$ cat src/rtl/edo_refresh_pkg.sv
// Shared types for the EDO refresh sequencer.
// Assumes: all timing parameters are counted in clock cycles of the block clock.
package edo_refresh_pkg;

    // Strobe engine phases
    typedef enum logic [2:0] {
        ENG_IDLE,
        ENG_SETUP,      // column strobes low, row strobe high
        ENG_STROBE,     // both low
        ENG_ACTIVE,     // row strobe low, column strobes high
        ENG_PRECH,      // both high, precharge
        ENG_SR_HOLD,    // self refresh: both low
        ENG_SR_RECOVER  // self refresh exit gap
    } eng_state_t;

    // Top-level sequencing states
    typedef enum logic [2:0] {
        SEQ_PAUSE,
        SEQ_INIT,
        SEQ_IDLE,
        SEQ_REFRESH,
        SEQ_SELF,
        SEQ_POST
    } seq_state_t;

    function automatic int max2(input int a, input int b);
        return (a > b) ? a : b;
    endfunction

endpackage

$ cat src/rtl/edo_cbr_engine.sv
// Strobe engine: produces one CAS-before-RAS refresh cycle or a self-refresh
// hold on request. A single down-counter times every phase.
// Assumes: start pulses arrive only while idle; T_RAS > T_CHR; all times >= 1.
module edo_cbr_engine
    import edo_refresh_pkg::*;
#(
    parameter int T_CSR  = 2,
    parameter int T_CHR  = 2,
    parameter int T_RAS  = 10,
    parameter int T_PRE  = 7,
    parameter int T_RASS = 20000,
    parameter int T_RPS  = 19
) (
    input  logic clk,
    input  logic rst_n,
    input  logic start_cbr,
    input  logic start_sr,
    input  logic sr_keep,
    output logic eng_idle,
    output logic cbr_done,
    output logic sr_done,
    output logic ras_n,
    output logic cas_n
);
    localparam int CNT_MAX = max2(max2(max2(T_CSR, T_CHR), max2(T_RAS, T_PRE)),
                                  max2(T_RASS, T_RPS));
    localparam int CW = $clog2(CNT_MAX + 1);

    eng_state_t    state, state_d;
    logic [CW-1:0] cnt, cnt_d;
    logic          sr_mode, sr_mode_d;

    // Next phase, counter reload and completion pulses
    always_comb begin
        state_d   = state;
        cnt_d     = cnt;
        sr_mode_d = sr_mode;
        cbr_done  = 1'b0;
        sr_done   = 1'b0;
        case (state)
            ENG_IDLE: begin
                if (start_sr || start_cbr) begin
                    state_d   = ENG_SETUP;
                    cnt_d     = CW'(T_CSR - 1);
                    sr_mode_d = start_sr;
                end
            end
            ENG_SETUP: begin
                if (cnt == '0) begin
                    if (sr_mode) begin
                        state_d = ENG_SR_HOLD;
                        cnt_d   = CW'(T_RASS - 1);
                    end else begin
                        state_d = ENG_STROBE;
                        cnt_d   = CW'(T_CHR - 1);
                    end
                end else begin
                    cnt_d = cnt - 1'b1;
                end
            end
            ENG_STROBE: begin
                if (cnt == '0) begin
                    state_d = ENG_ACTIVE;
                    cnt_d   = CW'(T_RAS - T_CHR - 1);
                end else begin
                    cnt_d = cnt - 1'b1;
                end
            end
            ENG_ACTIVE: begin
                if (cnt == '0) begin
                    state_d = ENG_PRECH;
                    cnt_d   = CW'(T_PRE - 1);
                end else begin
                    cnt_d = cnt - 1'b1;
                end
            end
            ENG_PRECH: begin
                if (cnt == '0) begin
                    state_d  = ENG_IDLE;
                    cbr_done = 1'b1;
                end else begin
                    cnt_d = cnt - 1'b1;
                end
            end
            ENG_SR_HOLD: begin
                if (cnt != '0) begin
                    cnt_d = cnt - 1'b1;
                end else if (!sr_keep) begin
                    state_d = ENG_SR_RECOVER;
                    cnt_d   = CW'(T_RPS - 1);
                end
            end
            ENG_SR_RECOVER: begin
                if (cnt == '0) begin
                    state_d = ENG_IDLE;
                    sr_done = 1'b1;
                end else begin
                    cnt_d = cnt - 1'b1;
                end
            end
            default: state_d = ENG_IDLE;
        endcase
    end

    // Phase registers
    always_ff @(posedge clk) begin
        if (!rst_n) begin
            state   <= ENG_IDLE;
            cnt     <= '0;
            sr_mode <= 1'b0;
        end else begin
            state   <= state_d;
            cnt     <= cnt_d;
            sr_mode <= sr_mode_d;
        end
    end

    // Strobe decode from the registered phase
    always_comb begin
        ras_n    = !(state == ENG_STROBE || state == ENG_ACTIVE || state == ENG_SR_HOLD);
        cas_n    = !(state == ENG_SETUP || state == ENG_STROBE || state == ENG_SR_HOLD);
        eng_idle = (state == ENG_IDLE);
    end

    // Checker counters: length of the current low and high row-strobe runs
    logic [31:0] ras_lo_run, ras_hi_run;
    always_ff @(posedge clk) begin
        if (!rst_n) begin
            ras_lo_run <= '0;
            ras_hi_run <= 32'(CNT_MAX + 1);
        end else begin
            ras_lo_run <= ras_n ? '0 : ras_lo_run + 1'b1;
            if (!ras_n)
                ras_hi_run <= '0;
            else if (ras_hi_run < 32'(CNT_MAX + 1))
                ras_hi_run <= ras_hi_run + 1'b1;
        end
    end

    assert_cas_leads_ras_R3: assert property (@(posedge clk) disable iff (!rst_n)
        $fell(ras_n) |-> (!cas_n && $past(!cas_n)));

    assert_ras_width_R5: assert property (@(posedge clk) disable iff (!rst_n)
        ($rose(ras_n) && !sr_mode) |-> (ras_lo_run == 32'(T_RAS)));

    assert_precharge_R5: assert property (@(posedge clk) disable iff (!rst_n)
        $fell(ras_n) |-> (ras_hi_run >= 32'(T_PRE)));

    assert_sr_min_hold_R9: assert property (@(posedge clk) disable iff (!rst_n)
        ($rose(ras_n) && sr_mode) |-> (ras_lo_run >= 32'(T_RASS)));

endmodule

$ cat src/rtl/edo_ref_interval.sv
// Interval timer and saturating backlog of refreshes not yet served.
// Assumes: served pulses only while the backlog is non-zero or are harmless at 0.
module edo_ref_interval #(
    parameter int REF_INTERVAL = 3120,
    parameter int MAX_PEND     = 4
) (
    input  logic clk,
    input  logic rst_n,
    input  logic run,
    input  logic clear,
    input  logic served,
    output logic pend_nz
);
    localparam int TW = $clog2(REF_INTERVAL + 1);
    localparam int PW = $clog2(MAX_PEND + 1);

    logic [TW-1:0] tmr;
    logic [PW-1:0] pend, pend_d;
    logic          tick;

    assign tick = run && (tmr == TW'(REF_INTERVAL - 1));

    // Interval counter, held at zero when stopped or cleared
    always_ff @(posedge clk) begin
        if (!rst_n || clear || !run)
            tmr <= '0;
        else if (tick)
            tmr <= '0;
        else
            tmr <= tmr + 1'b1;
    end

    // Backlog update: add on tick, remove on service, saturate both ways
    always_comb begin
        pend_d = pend;
        if (tick && !served && pend != PW'(MAX_PEND))
            pend_d = pend + 1'b1;
        else if (served && !tick && pend != '0)
            pend_d = pend - 1'b1;
    end

    // Backlog register
    always_ff @(posedge clk) begin
        if (!rst_n || clear)
            pend <= '0;
        else
            pend <= pend_d;
    end

    assign pend_nz = (pend != '0);

    assert_no_overflow_R8: assert property (@(posedge clk) disable iff (!rst_n)
        pend <= PW'(MAX_PEND));

    assert_clear_empties_R11: assert property (@(posedge clk) disable iff (!rst_n)
        clear |=> (pend == '0));

endmodule

$ cat src/rtl/edo_seq_ctrl.sv
// Sequencing controller: power-up pause, initialisation cycles, bus
// request/grant, refresh dispatch and self-refresh entry and exit.
// Assumes: the access controller keeps ref_gnt high while ref_req is high.
module edo_seq_ctrl
    import edo_refresh_pkg::*;
#(
    parameter int PWRUP_PAUSE = 40000000,
    parameter int INIT_CYCLES = 8
) (
    input  logic clk,
    input  logic rst_n,
    input  logic ref_gnt,
    input  logic sr_req,
    input  logic eng_idle,
    input  logic cbr_done,
    input  logic sr_done,
    input  logic pend_nz,
    output logic start_cbr,
    output logic start_sr,
    output logic ref_req,
    output logic ready,
    output logic timer_run,
    output logic timer_clear,
    output logic served
);
    localparam int PCW = $clog2(PWRUP_PAUSE + 1);
    localparam int ICW = $clog2(INIT_CYCLES + 1);

    seq_state_t     state, state_d;
    logic [PCW-1:0] pause_cnt;
    logic [ICW-1:0] init_left;
    logic           ready_q;

    // Next state and engine start pulses
    always_comb begin
        state_d   = state;
        start_cbr = 1'b0;
        start_sr  = 1'b0;
        case (state)
            SEQ_PAUSE:
                if (pause_cnt == PCW'(PWRUP_PAUSE - 1)) state_d = SEQ_INIT;
            SEQ_INIT: begin
                start_cbr = eng_idle;
                if (cbr_done && init_left == ICW'(1)) state_d = SEQ_IDLE;
            end
            SEQ_IDLE: begin
                if (ref_gnt) begin
                    if (pend_nz)     state_d = SEQ_REFRESH;
                    else if (sr_req) state_d = SEQ_SELF;
                end
            end
            SEQ_REFRESH: begin
                start_cbr = eng_idle;
                if (cbr_done) state_d = SEQ_IDLE;
            end
            SEQ_SELF: begin
                start_sr = eng_idle;
                if (sr_done) state_d = SEQ_POST;
            end
            SEQ_POST: begin
                start_cbr = eng_idle;
                if (cbr_done) state_d = SEQ_IDLE;
            end
            default: state_d = SEQ_PAUSE;
        endcase
    end

    // State, pause counter, remaining init cycles and ready flag
    always_ff @(posedge clk) begin
        if (!rst_n) begin
            state     <= SEQ_PAUSE;
            pause_cnt <= '0;
            init_left <= ICW'(INIT_CYCLES);
            ready_q   <= 1'b0;
        end else begin
            state <= state_d;
            if (state == SEQ_PAUSE)
                pause_cnt <= pause_cnt + 1'b1;
            if (state == SEQ_INIT && cbr_done)
                init_left <= init_left - 1'b1;
            if (state == SEQ_INIT && state_d == SEQ_IDLE)
                ready_q <= 1'b1;
        end
    end

    // Handshake and timer controls
    always_comb begin
        ready       = ready_q;
        ref_req     = (state == SEQ_REFRESH) || (state == SEQ_SELF) || (state == SEQ_POST) ||
                      ((state == SEQ_IDLE) && (pend_nz || sr_req));
        timer_clear = (state == SEQ_SELF) || (state == SEQ_POST);
        timer_run   = ready_q && !timer_clear;
        served      = cbr_done && (state == SEQ_REFRESH);
    end

    assert_ready_sticky_R2: assert property (@(posedge clk) disable iff (!rst_n)
        ready |=> ready);

    assert_no_req_before_ready_R2: assert property (@(posedge clk) disable iff (!rst_n)
        !ready |-> !ref_req);

    assert_start_needs_grant_R7: assert property (@(posedge clk) disable iff (!rst_n)
        ((start_cbr || start_sr) && ready) |-> ref_gnt);

    assert_sr_from_empty_R9: assert property (@(posedge clk) disable iff (!rst_n)
        start_sr |-> $past(!pend_nz));

endmodule

$ cat src/rtl/edo_refresh_seq.sv
// Top level of the EDO DRAM refresh and power-up sequencer. Wires the
// controller, the interval timer and the strobe engine together.
// Assumes: T_RAS > T_CHR, all timing parameters >= 1 cycle.
module edo_refresh_seq
    import edo_refresh_pkg::*;
#(
    parameter int PWRUP_PAUSE  = 40000000,
    parameter int INIT_CYCLES  = 8,
    parameter int REF_INTERVAL = 3120,
    parameter int MAX_PEND     = 4,
    parameter int T_CSR        = 2,
    parameter int T_CHR        = 2,
    parameter int T_RAS        = 10,
    parameter int T_RP         = 6,
    parameter int T_RC         = 17,
    parameter int T_RASS       = 20000,
    parameter int T_RPS        = 19
) (
    input  logic clk,
    input  logic rst_n,
    input  logic ref_gnt,
    input  logic sr_req,
    output logic ref_req,
    output logic ready,
    output logic ras_n,
    output logic ucas_n,
    output logic lcas_n,
    output logic we_n
);
    localparam int T_PRE = max2(T_RP, T_RC - T_RAS);

    logic eng_idle, cbr_done, sr_done, eng_cas_n;
    logic start_cbr, start_sr, pend_nz;
    logic timer_run, timer_clear, served;

    edo_seq_ctrl #(
        .PWRUP_PAUSE (PWRUP_PAUSE),
        .INIT_CYCLES (INIT_CYCLES)
    ) u_ctrl (
        .clk         (clk),
        .rst_n       (rst_n),
        .ref_gnt     (ref_gnt),
        .sr_req      (sr_req),
        .eng_idle    (eng_idle),
        .cbr_done    (cbr_done),
        .sr_done     (sr_done),
        .pend_nz     (pend_nz),
        .start_cbr   (start_cbr),
        .start_sr    (start_sr),
        .ref_req     (ref_req),
        .ready       (ready),
        .timer_run   (timer_run),
        .timer_clear (timer_clear),
        .served      (served)
    );

    edo_ref_interval #(
        .REF_INTERVAL (REF_INTERVAL),
        .MAX_PEND     (MAX_PEND)
    ) u_interval (
        .clk     (clk),
        .rst_n   (rst_n),
        .run     (timer_run),
        .clear   (timer_clear),
        .served  (served),
        .pend_nz (pend_nz)
    );

    edo_cbr_engine #(
        .T_CSR  (T_CSR),
        .T_CHR  (T_CHR),
        .T_RAS  (T_RAS),
        .T_PRE  (T_PRE),
        .T_RASS (T_RASS),
        .T_RPS  (T_RPS)
    ) u_engine (
        .clk       (clk),
        .rst_n     (rst_n),
        .start_cbr (start_cbr),
        .start_sr  (start_sr),
        .sr_keep   (sr_req),
        .eng_idle  (eng_idle),
        .cbr_done  (cbr_done),
        .sr_done   (sr_done),
        .ras_n     (ras_n),
        .cas_n     (eng_cas_n)
    );

    // Both byte lanes refresh together; write enable stays inactive
    always_comb begin
        ucas_n = eng_cas_n;
        lcas_n = eng_cas_n;
        we_n   = 1'b1;
    end

endmodule

$ cat config.mk
export PLATFORM = sky130hd
export DESIGN_NAME = edo_refresh_seq
export DESIGN_NICKNAME = d
export VERILOG_FILES = /design/src/rtl/edo_refresh_pkg.sv /design/src/rtl/edo_cbr_engine.sv /design/src/rtl/edo_ref_interval.sv /design/src/rtl/edo_seq_ctrl.sv /design/src/rtl/edo_refresh_seq.sv
export SDC_FILE = /design/constraint.sdc
export NUM_CORES = 1
export LEC_CHECK = 0
export CAP_MARGIN = 5
export CORE_AREA = 8 8 96 98
export CTS_CLUSTER_SIZE = 25
export DETAILED_ROUTE_END_ITERATION = 10
export DIE_AREA = 0 0 104 106
export DONT_BUFFER_PORTS = 1
export HOLD_SLACK_MARGIN = 0.12
export PLACE_DENSITY = 0.69
export SLEW_MARGIN = 10
export SYNTH_ARGS = -nofsm -noshare
export SYNTH_HDL_FRONTEND = slang
export SYNTH_HIERARCHICAL = 1
export SYNTH_SLANG_ARGS = --single-unit
$ cat constraint.sdc
create_clock -name clk -period 5.74 [get_ports clk]
set_clock_uncertainty 0.2 [all_clocks]
set_input_delay 1.722 -clock clk [delete_from_list [all_inputs] [get_ports clk]]
set_output_delay 1.722 -clock clk [all_outputs]
set_load 0.005 [all_outputs]
==> metrics.txt, run 1 <==
Synth warnings 6; Critical Path Max Stage Delay approximately 320 ps; final routed DRC violation total 0; Top delay family on crit path compound AO/OA/AOI/OAI gates; hold path startpoint u_interval/tmr[0]$_SDFF_PP0_; required time worst endpoint 3820 ps; ANT nets after route 0; Routed WL 9.009 mm; Setup crit end ref_req; Final Instance Count excl. Fillers 591; Max-cap violations 0; buffer count from post-CTS setup fixing 0; Worst Setup SP sr_req; Avg Vias per Cell 6.113; critical-path maximum fanout 4; Cell Area, Placed 0.003980 mm²; num rows 33; Cell variety after synth 68; die area 0.01102 mm²; switch share 29.38%; main flop type after synthesis dfxtp_1; most frequent cells in the layout 68 x dfxtp_1, 48 x nor2_1, 41 x nand2_1, 33 x a21oi_1, 25 x o21ai_0; sequential share of the synthesized area around 34%; GRT overflow 0; routed vias between 3000 and 4000; worst hold-check path type reg2reg; CP Depth 2; Clk Latency, worst-skew pair around 350 ps; GRT Util Overall roughly 17%; sequential cell area 0.001361 mm²; Pint 842.3 µW; Reg clk slew, reported paths roughly 80 ps; r2r startpoint u_engine/cnt[2]$_SDFFE_PN0P_; initial antenna violation count 0; commonest non-fill, non-tap cell in the layout dfxtp_1; Avg Synthesized Cell Area between 8 and 9 µm²; Crit-path slowest cell o21ai_0; Leak Pwr 0.001434 µW; Clock power frac between 40% and 50%; fraction of registers with async set/reset 0%; Max Slew Vio Count 0; DP Wirelength 6.245 mm; top cells by area, synth dfxtp_1 34%, nor2_1 4.6%, a21oi_1 4.2%, nand2_1 3.9%, o21ai_0 3.2%; largest area contributor in the netlist dfxtp_1; FF-to-FF path depth 11; reg-to-reg endpoint u_interval/pend[2]$_SDFFE_PP0P_; Final period util between 60% and 70%; startpoint types input pin; post-synthesis cell count between 400 and 500; placed insts 575; crit path cell chain nor3_1 > o21ai_0; root buffer cell clkbuf_8; f_max approximately 0.25 GHz; EDFF count, synth 0; First-pass DRT Iterations 5; PwrDens around 280 mW/mm²; fill count 744; endpoint class of the critical path primary output; RSZ-0062 raised after global routing no; combinational share of power between 15 and 20%; GP Congestion 0.9196; Reg2Reg Setup Slack 2290 ps; ant diodes 0; Setup Viol. Count Final 0; IO Pins 10; Multi-input gate area 0.002420 mm²; VDD IR-drop max 0.1640 mV; syn_nets 505; relative slew slack 32.02%; post-CTS sizing 0; die height 106 µm; initial DRC count 215; H-tree levels 3; global-route wire length before repair 15.46 mm; sequential fraction of design power 41.5%; Switch Pwr 350.4 µW; # hold bufs at CTS 0; Worst-Margin Slew 1006 ps; Nets 492; synthesis-to-finish area growth 6.608%; chip width 104 µm; clock tree buffer depth 2; Core ar. 0.007845 mm²; Sink Count 68; CTS tree built; Final Hold Fails 0; layout cell share with drive strength beyond 1 ~6.4%; Synth Register Bits 68; CP arrival 2060 ps; largest net degree at the start of global routing 29; setup tns final 0 ps; Port Buf Inserts 0; Buf/Inv on CP 0; CP Class in2out; post-synth top area share between 30 and 40%; design area 0.004219 mm²; Period minus WS final 3987 ps; Num CTS Buffers 9; Post-Syn Area between 0.003 and 0.004 mm²; Final Hold Slack 285.2 ps; vias in the first global route roughly 3300; outcome complete, no violations; initial cell density of the core 50.45%; post-detailed-route wirelength per cell ~15 µm
-- flip-flops by register name, summed over array words and instances, names as in the netlist, 3 cells and up --
name              cells
u_interval/pend       3
u_engine/cnt         15
u_interval/tmr       12
u_ctrl/pause_cnt     26
u_engine/state        3
u_ctrl/init_left      4
u_ctrl/state          3
-- layer usage --
metal,wire (µm),vias up,share of wire [%],GRT usage [%]
met5,0,-,0,0
met1,4269,1715,47,21.23
met3,432,16,4.8,3.872
li1,-,1801,-,-
met2,4119,81,46,25.89
met4,187,0,2.1,8.687
-- how the worst min path moves through the flow --
stage | end | cells past startpoint
final | u_interval/tmr[0]$_SDFF_PP0_ | 1
after global routing | u_interval/tmr[0]$_SDFF_PP0_ | 1
after CTS | u_interval/tmr[0]$_SDFF_PP0_ | 1
after detailed placement | u_interval/tmr[0]$_SDFF_PP0_ | 1
after global placement | u_interval/tmr[0]$_SDFF_PP0_ | 1
after floorplan | u_interval/tmr[0]$_SDFF_PP0_ | 1
-- through the flow --
stage	setup WS, ps	util (%)	power, µW
floorplan	1857	-	682.8
global placement	1719	50.73	712.3
detailed placement	1719	50.73	717.6
CTS	1720	53.78	1200
global route	1692	53.78	1245
finish	1753	53.78	1193
-- synth_stat cells (all sizes together), types with 4 or more instances --
cell	count
a21oi	33
a22oi	4
a31oi	4
and2	7
and3	5
buf	8
clkbuf	16
dfxtp	68
ha	6
inv	17
mux2i	7
nand2	41
nand2b	12
nand3	22
nand4	19
nor2	48
nor2b	6
nor3	22
nor3b	5
nor4	18
o21ai	26
o22ai	7
o31ai	8
or3	9
or4	12
xnor2	13
xor2	13
-- cell type report --
type / instances / share of cell area (%)
Sequential cell: 68 / 32.27
Inverter: 18 / 1.601
Multi-Input combinational cell: 384 / 57.35
Tap cell: 105 / 3.114
Clock buffer: 10 / 3.025
Clock inverter: 6 / 2.639
-- power by group through the flow --
stage               clock (µW)  sequential, µW  combinational, µW
CTS                        493             494                212
floorplan                    0             497                186
detailed placement           0             505                212
global placement             0             505                207
finish                     483             495                215
global route               513             497                235
-- kinds of logic after synthesis --
| family | Yosys count | synth area share, % |
|---|---|---|
| buf+inv | 42 | 4.457 |
| flops | 68 | 34.40 |
| other cells | 1 | 0.09476 |
| xor+xnor | 26 | 5.754 |
| simple gates | 237 | 33.54 |
| fa+ha+maj | 7 | 2.403 |
| mux | 8 | 2.529 |
| compound gates | 105 | 16.82 |
Power figures use the tool's default switching activity.
==> inputs of run 2 (changes only) <==
--- a/config.mk
+++ b/config.mk
@@ -5,14 +5,15 @@
 export SDC_FILE = /design/constraint.sdc
 export NUM_CORES = 1
 export LEC_CHECK = 0
+export ABC_AREA = 1
 export CAP_MARGIN = 5
-export CORE_AREA = 8 8 96 98
+export CORE_AREA = 8 8 98 100
 export CTS_CLUSTER_SIZE = 25
 export DETAILED_ROUTE_END_ITERATION = 10
-export DIE_AREA = 0 0 104 106
+export DIE_AREA = 0 0 106 108
 export DONT_BUFFER_PORTS = 1
 export HOLD_SLACK_MARGIN = 0.12
-export PLACE_DENSITY = 0.69
+export PLACE_DENSITY = 0.71
 export SLEW_MARGIN = 10
 export SYNTH_ARGS = -nofsm -noshare
 export SYNTH_HDL_FRONTEND = slang
==> constraint.sdc (replaced) <==
create_clock -name clk -period 3.5 [get_ports clk]
set_clock_uncertainty 0.2 [all_clocks]
set_input_delay 1.05 -clock clk [delete_from_list [all_inputs] [get_ports clk]]
set_output_delay 1.05 -clock clk [all_outputs]
set_load 0.005 [all_outputs]
==> run 2 against run 1 <==
Compared with the run above: combinational power rose to 4.9 times the previous value; sequential cell count did not move; non-clock buffer count did not move; register-to-register slack lost 1700 ps; global-route usage fell by 0.49 points; count of clock-buffer cells in the layout stayed put; total power up 110%; sequential power up 78%; final cell count increased by 27%; synthesized cell count up 29%; die area grew 3.8%; clock power increased by 26%; largest cell class unchanged.
==> metrics.txt, run 2 <==
fin worst setup slack 553.0 ps; main flop type after synthesis dfxtp_1; buffer count from post-CTS setup fixing 0; syn_nets 650; most frequent cells in the layout 153 x nand2_1, 100 x nor2_1, 75 x inv_1, 68 x dfxtp_1, 46 x nand3_1; Reg clk slew, reported paths 70 ps; Cell variety after synth 43; synthesis-to-finish area growth 5.914%; die height between 100 and 150 µm; Period minus WS final roughly 2900 ps; register name with the most flops u_ctrl/pause_cnt; Top Registers u_ctrl/pause_cnt: 26 flops, u_engine/cnt: 15 flops, u_interval/tmr: 12 flops; setup tns final 0 ps; startpoint types register; GRT overflow 0; count leader, synth nand2_1; Setup Viol. Count Final 0; max FFs per register 26; # hold bufs at CTS 0; outcome complete, no violations; IO Pins 10; fin util 54.27%; Num CTS Buffers 9; largest area contributor in the netlist dfxtp_1; fill count 828; top cells by area, synth dfxtp_1 33%, nand2_1 14%, nor2_1 9.1%, inv_1 6.8%, nand3_1 5.6%; First-pass DRT Iterations 5; Avg Synthesized Cell Area 6.456 µm²; DP Wirelength 6.551 mm; Cell Area, Placed 0.004187 mm²; Worst Setup SP u_engine/cnt[0]$_SDFFE_PN0P_; Synth warnings 6; layout cell share with drive strength beyond 1 11.01%; worst hold-check path type reg2reg; routed vias 3907; required time worst endpoint between 3000 and 4000 ps; CP Class reg2reg; Top delay family on crit path simple AND/OR/NAND/NOR gates; relative slew slack 53.90%; Routed WL 8.753 mm; Worst-Margin Slew around 690 ps; Buf/Inv on CP 1; GRT Util Overall between 10% and 20%; Post-Syn Area 0.004125 mm²; Core ar. approximately 0.0081 mm²; final routed DRC violation total 0; Reg2Reg Setup Slack 550 ps; PwrDens 582.1 mW/mm²; crit path cell chain inv_1 > ha_1 > nand2_1 > nor2_2 > nand2_2 > nor3_1 > nand2_1 > nor2_1 > a21oi_1 > nand3_2 > fa_1 > a21oi_1 > nor2_1; H-tree levels 3; Critical Path Max Stage Delay 540 ps; VDD IR-drop max 0.2315 mV; CP arrival 2980 ps; num rows 33; chip width between 100 and 150 µm; Synth top cells by count 153 x nand2_1, 100 x nor2_1, 75 x inv_1; die area 0.01145 mm²; Crit-path slowest cell nor3_1; sequential share of the synthesized area 33.00%; Place WS approximately 600 ps; Final Hold Fails 0; Max-cap violations 0; Port Buf Inserts 0; design area 0.004369 mm²; Avg Vias per Cell 5.209; vias in the first global route 3692; ant diodes 0; post-detailed-route wirelength per cell 11.67 µm; ANT nets after route 0; CTS tree built; f_max 0.3393 GHz; post-synthesis cell count approximately 640; fraction of registers with async set/reset 0%; root buffer cell clkbuf_8; Max Slew Vio Count 0; Clk Latency, worst-skew pair around 340 ps; Leak Pwr 0.001832 µW; r2r startpoint u_engine/cnt[0]$_SDFFE_PN0P_; RSZ-0062 raised after global routing no; commonest non-fill, non-tap cell in the layout nand2_1; clock tree buffer depth 2; Synth Register Bits 68; Sink Count 68; critical-path maximum fanout 6; endpoint class of the critical path register; GP Congestion 0.9038; largest net degree at the start of global routing 26; EDFF count, synth 0; global-route wire length before repair 15.58 mm; hold path startpoint u_interval/tmr[0]$_SDFF_PP0_; Nets 651; initial antenna violation count 0; post-synth top area share 33.00%; post-CTS sizing 0; initial DRC count between 200 and 250; Final period util 84.20%; initial cell density of the core 51.24%
run 2: cell types whose count changed in the layout (fill, tap and decap cells not counted), moves of 13 or more:
cell	previous run	this run
inv_1	16	75
nand2_1	41	153
nand3_1	21	46
nor2_1	48	100
nor4_1	15	2
run 2: where the power goes:
group	switching, µW	internal [µW]	leakage, µW	total (µW)
Clock	285	323	0.0000996	608
Combinational	715	341	0.00118	1060
Sequential	57.1	823	0.000549	880
Total	1060	1490	0.00183	2540
run 2: layer usage:
layer / share of wire (%) / track usage, % / vias up / routed length, µm
met1: 46 / 18.52 / 1783 / 4046
met3: 4.5 / 3.391 / 14 / 398
li1: - / - / 2031 / -
met5: 0 / 0 / - / 0
met2: 48 / 29.13 / 79 / 4167
met4: 1.6 / 6.030 / 0 / 141
run 2: per-stage QoR:
step                hold WS (ps)  std cells  total power [µW]
floorplan                  217.3        639              1767
global placement           228.6        734              1919
detailed placement         245.9        734              1945
CTS                        256.1        750              2570
global route               269.3        750              2766
finish                     252.2        750              2543
run 2: kinds of logic (layout without fill, tap and decap cells):
kind of cell	after synthesis	count (layout)	synth area share, %
AOI/OAI and AO/OA	74	74	9.767
xor gates and xnor gates	11	11	2.335
adders and majority gates	7	7	2.305
buffers and inverters	98	104	9.706
DFF	68	68	33.00
other	1	1	0.09090
and+or+nand+nor	380	380	42.80
run 2: path summary, 6_finish.rpt:
path	to	cells past startpoint
min	u_interval/tmr[0]$_SDFF_PP0_	1
max reg2reg	u_interval/pend[1]$_SDFFE_PP0P_	13
max	u_interval/pend[1]$_SDFFE_PP0P_	13
min reg2reg	u_interval/tmr[0]$_SDFF_PP0_	1
run 2: final cells by class:
type | count | area [µm²] | area share [%]
inverters | 88 | 330.3 | 7.560
multi-input cells | 473 | 2364 | 54.10
well taps | 105 | 131.4 | 3.007
clock inverters | 6 | 55.05 | 1.260
flip-flops and latches | 68 | 1361 | 31.16
clock buffers | 10 | 127.6 | 2.921
